==> src/rtl/par2d_pkg.sv <==
// par2d_pkg: shared types and helpers for the two-dimensional parity block.
// Assumes nothing beyond IEEE 1800-2017 packages.
package par2d_pkg;

    typedef enum logic {
        MODE_GEN = 1'b0,
        MODE_CHK = 1'b1
    } par_mode_e;

    // Width of an index able to address n items (at least one bit).
    function automatic int idx_w(input int n);
        return (n > 1) ? $clog2(n) : 1;
    endfunction

endpackage

==> src/rtl/par2d_locate.sv <==
// par2d_locate: finds a single suspect bit from the two mismatch masks.
// hit_o is set only when each mask has exactly one bit set. The indices
// are then those bit positions; otherwise they are zero.
// Assumes the masks are stable for the cycle they are sampled in.
module par2d_locate
    import par2d_pkg::*;
#(
    parameter int ROWS  = 4,
    parameter int WIDTH = 5,
    localparam int RIW  = idx_w(ROWS),
    localparam int CIW  = idx_w(WIDTH)
) (
    input  logic [ROWS-1:0]  row_err_i,
    input  logic [WIDTH-1:0] col_err_i,
    output logic             hit_o,
    output logic [RIW-1:0]   row_idx_o,
    output logic [CIW-1:0]   col_idx_o
);

    logic row_one;
    logic col_one;
    logic [RIW-1:0] row_enc;
    logic [CIW-1:0] col_enc;

    // Encode the row mask position (valid only if one-hot).
    always_comb begin
        row_enc = '0;
        for (int i = 0; i < ROWS; i++) begin
            if (row_err_i[i]) row_enc = row_enc | RIW'(i);
        end
    end

    // Encode the column mask position (valid only if one-hot).
    always_comb begin
        col_enc = '0;
        for (int i = 0; i < WIDTH; i++) begin
            if (col_err_i[i]) col_enc = col_enc | CIW'(i);
        end
    end

    // Declare a hit only for one row and one column, else zero indices.
    always_comb begin
        row_one   = (row_err_i != '0) && ((row_err_i & (row_err_i - 1'b1)) == '0);
        col_one   = (col_err_i != '0) && ((col_err_i & (col_err_i - 1'b1)) == '0);
        hit_o     = row_one && col_one;
        row_idx_o = hit_o ? row_enc : '0;
        col_idx_o = hit_o ? col_enc : '0;
    end

    // a hit always names a row that is actually flagged
    hit_row_chk: assert final (!hit_o || row_err_i[row_idx_o]);

endmodule

==> config.mk <==
export PLATFORM = sky130hd
export DESIGN_NAME = par2d_locate
export DESIGN_NICKNAME = d
export VERILOG_FILES = /design/src/rtl/par2d_pkg.sv /design/src/rtl/par2d_locate.sv
export SDC_FILE = /design/constraint.sdc
export NUM_CORES = 1
export LEC_CHECK = 0
export ABC_CLOCK_PERIOD_IN_PS = 1300
export BUFFER_PORTS_ARGS = -buffer_cell sky130_fd_sc_hd__buf_2
export CAP_MARGIN = 20
export CORE_AREA = 2 2 39 41
export DETAILED_ROUTE_END_ITERATION = 6
export DIE_AREA = 0 0 41 43
export RECOVER_POWER = 25
export SYNTH_ARGS = -nofsm -noshare
export SYNTH_HDL_FRONTEND = slang
export SYNTH_SLANG_ARGS = --single-unit
==> constraint.sdc <==
create_clock -name vclk -period 1.3
set_input_delay 0.13 -clock vclk [all_inputs]
set_output_delay 0.13 -clock vclk [all_outputs]
set_load 0.02 [all_outputs]
==> impl_metrics.py <==
metrics = {
    "placement": {
        "place_congestion": 0.6293,
        "dpl.hpwl_microns": 419.1,
        "port_buffers": 15,
        "post-place-ws_ps": -116.7,
        "placed_area_sq_um": 311.5,
        "dp_cells": 60,
    },
    "floorplanning": {
        "initial_core_util_pct": 12.39,
        "io_pins": 15,
        "die-area_sq_um": 1763,
        "die_x_microns": 41,
        "die_y_microns": 43,
        "floorplan.core_area_sq_um": 1384,
        "rows": 14,
    },
    "drt": {
        "routed_wl_microns": 610,
        "initialDrtViolationCount": 1,
        "vias_per_cell": 4.156,
        "antenna_left": 0,
        "route.detailed.drc": 0,
        "vias": 266,
        "wl_per_cell_microns": 9.531,
        "drt-pass1-iter-count": 2,
    },
    "setup_path": {
        "critPathKind": "input port to primary output",
        "worstPathMaxFanout": 4,
        "required_ps": 1170,
        "start_kind": "input port",
        "worstPathArrival_ps": 1240,
        "path_cells": "buf_8, nand2b_4, a2111oi_4, a21oi_4, nor4_2, buf_4",
        "cp_slowest_stage_delay_ps": 390,
        "end_kind": "primary output",
        "cp_slowest_cell": "a2111oi_4",
    },
    "layout": {
        "fin_cells": 64,
        "design.seq.count": 0,
        "clock_buffers": 0,
        "fillers": 136,
        "seq_area_sq_um": 0,
        "fin_nets": 59,
        "multi_input_area_sq_um": 264.0,
        "drive_gt1_share_pct": 79.17,
        "antenna_cells": 0,
        "areaGrowthSynthToFinish_pct": 177.4,
        "stdcell_area_sq_um": 475.5,
    },
    "yosys": {
        "syn_area_per_cell_sq_um": 7.453,
        "synth_warnings": 0,
        "synth_area_leader_cell": "xnor2_1",
        "synth_area_leaders": "xnor2_1 (15%), nor3_1 (12%), nor4b_1 (10%)",
        "synth_top_area_share_pct": 15.33,
        "synthDistinctLibCells": 13,
        "synth_common_cells": "nor2_1 (4), nor3_1 (4), xnor2_1 (3)",
        "syn_inst": 23,
        "synth_area_sq_um": 171.4,
        "yosysSeqAreaShare_pct": 0,
        "synth_nets": 32,
    },
    "global_route": {
        "grt_pass1_wl_microns": 772,
        "grt_max_degree": 6,
        "grt_pass1_vias": 211,
        "track_usage_pct": 5.794,
        "grt-ovfl-total": 0,
        "antenna_found_initial": 0,
    },
    "flow_run": {
        "drv_cap": 0,
    },
    "sta": {
        "tightest_slew_ps": 315.8,
        "finalWorstSetupSlack_ps": -69.07,
        "finalSetupViolCount": 4,
        "hold_violations": 0,
        "timing.hold.ws_ps": 623.0,
        "finalCriticalPeriod_ps": 1369,
        "max-slew-margin-rel_pct": 78.95,
        "rsz0062_at_grt": "yes",
        "slew_violations": 0,
        "fmax_ghz": 0.7304,
        "timing.final.crit_share_pct": 105.3,
    },
    "pwr": {
        "p_leak_nw": 0.2034,
        "power_density_nw_per_um2": 296.9,
        "power_frac_seq_pct": 0,
        "p_clk_share_pct": 0,
        "switching_share_pct": 44.69,
        "peakVddDrop_mv": 0.1253,
        "intPower_uw": 78.07,
        "comb_power_share_pct": 100.0,
        "p_switching_uw": 63.09,
    },
    "min_path": {
        "hold_path_class": "input port to primary output",
    },
    "status": {
        "status": "finished with violations",
        "violations": "negative setup slack",
    },
}
critical path: cells and delay by family:
family,cells,cell delay [ps]
and+or+nand+nor,2,370
buffers and inverters,2,280
AOI/OAI and AO/OA,2,460
cells in the final DEF (no fill, tap or decap):
master | netlist | layout
xnor2_1 | 3 | 2
nor3_1 | 4 | 4
xnor2_2 | 0 | 1
a21oi_4 | 0 | 1
nand2b_4 | 0 | 2
nor2_1 | 4 | 3
nor4_2 | 1 | 1
buf_4 | 0 | 11
xor2_1 | 1 | 1
buf_6 | 0 | 3
nor2_2 | 0 | 1
nor2b_2 | 0 | 1
buf_8 | 0 | 2
a2111oi_4 | 0 | 1
nor4b_4 | 0 | 2
o31ai_2 | 0 | 1
clkbuf_2 | 0 | 1
buf_2 | 0 | 8
nor3_4 | 0 | 1
mux2_4 | 0 | 1
area by class of cell:
type               count  area share, %
well taps             16          4.211
multi-input cells     23          55.53
repair buffers        25          40.26
metal layers:
metal | wire, microns | global-route usage (%) | vias to the layer above
met5 | 0 | 0 | -
met4 | 0 | 0 | 0
met2 | 300 | 9.375 | 12
met1 | 254 | 8.861 | 115
met3 | 55 | 0 | 0
li1 | - | - | 139
worst paths after layout:
kind,start,end,slack [ps],cells past startpoint
worst min-delay path,col_err_i[4],col_idx_o[0],620,4
worst max-delay path,col_err_i[4],row_idx_o[0],-70,6
metrics by stage:
stage,total power [mW],util (%),setup TNS [ps]
2_1_floorplan,0.03901,-,-57.16
3_3_place_gp,0.08461,22.51,-280.6
3_5_place_dp,0.08581,22.51,-228.1
4_1_cts,0.1089,27.76,-145.3
5_1_grt,0.1525,34.36,-399.0
6_report,0.1412,34.36,-162.5
power by group through the flow:
| stage | sequential, mW | combinational (mW) | clock [mW] |
|---|---|---|---|
| 2_1_floorplan | 0 | 0.0390 | 0 |
| 3_3_place_gp | 0 | 0.0846 | 0 |
| 3_5_place_dp | 0 | 0.0858 | 0 |
| 4_1_cts | 0 | 0.109 | 0 |
| 5_1_grt | 0 | 0.153 | 0 |
| 6_report | 0 | 0.141 | 0 |
what timing repair did:
| item | in CTS | in global routing |
|---|---|---|
| buffers inserted | 3 | 1 |
| setup endpoints to repair | 4 | 6 |
| pin swaps | 2 | 6 |
| resized for setup | 8 | 20 |
| hold buffers | 0 | 0 |
cell families (layout without fill, tap and decap cells):
group	Yosys count	after routing	synth area share, %
buf+inv	0	25	0
xor+xnor	4	4	20.44
simple gates	15	15	54.74
compound gates	3	3	18.25
mux	1	1	6.569
No activity file was read; power rests on OpenSTA's default activity.
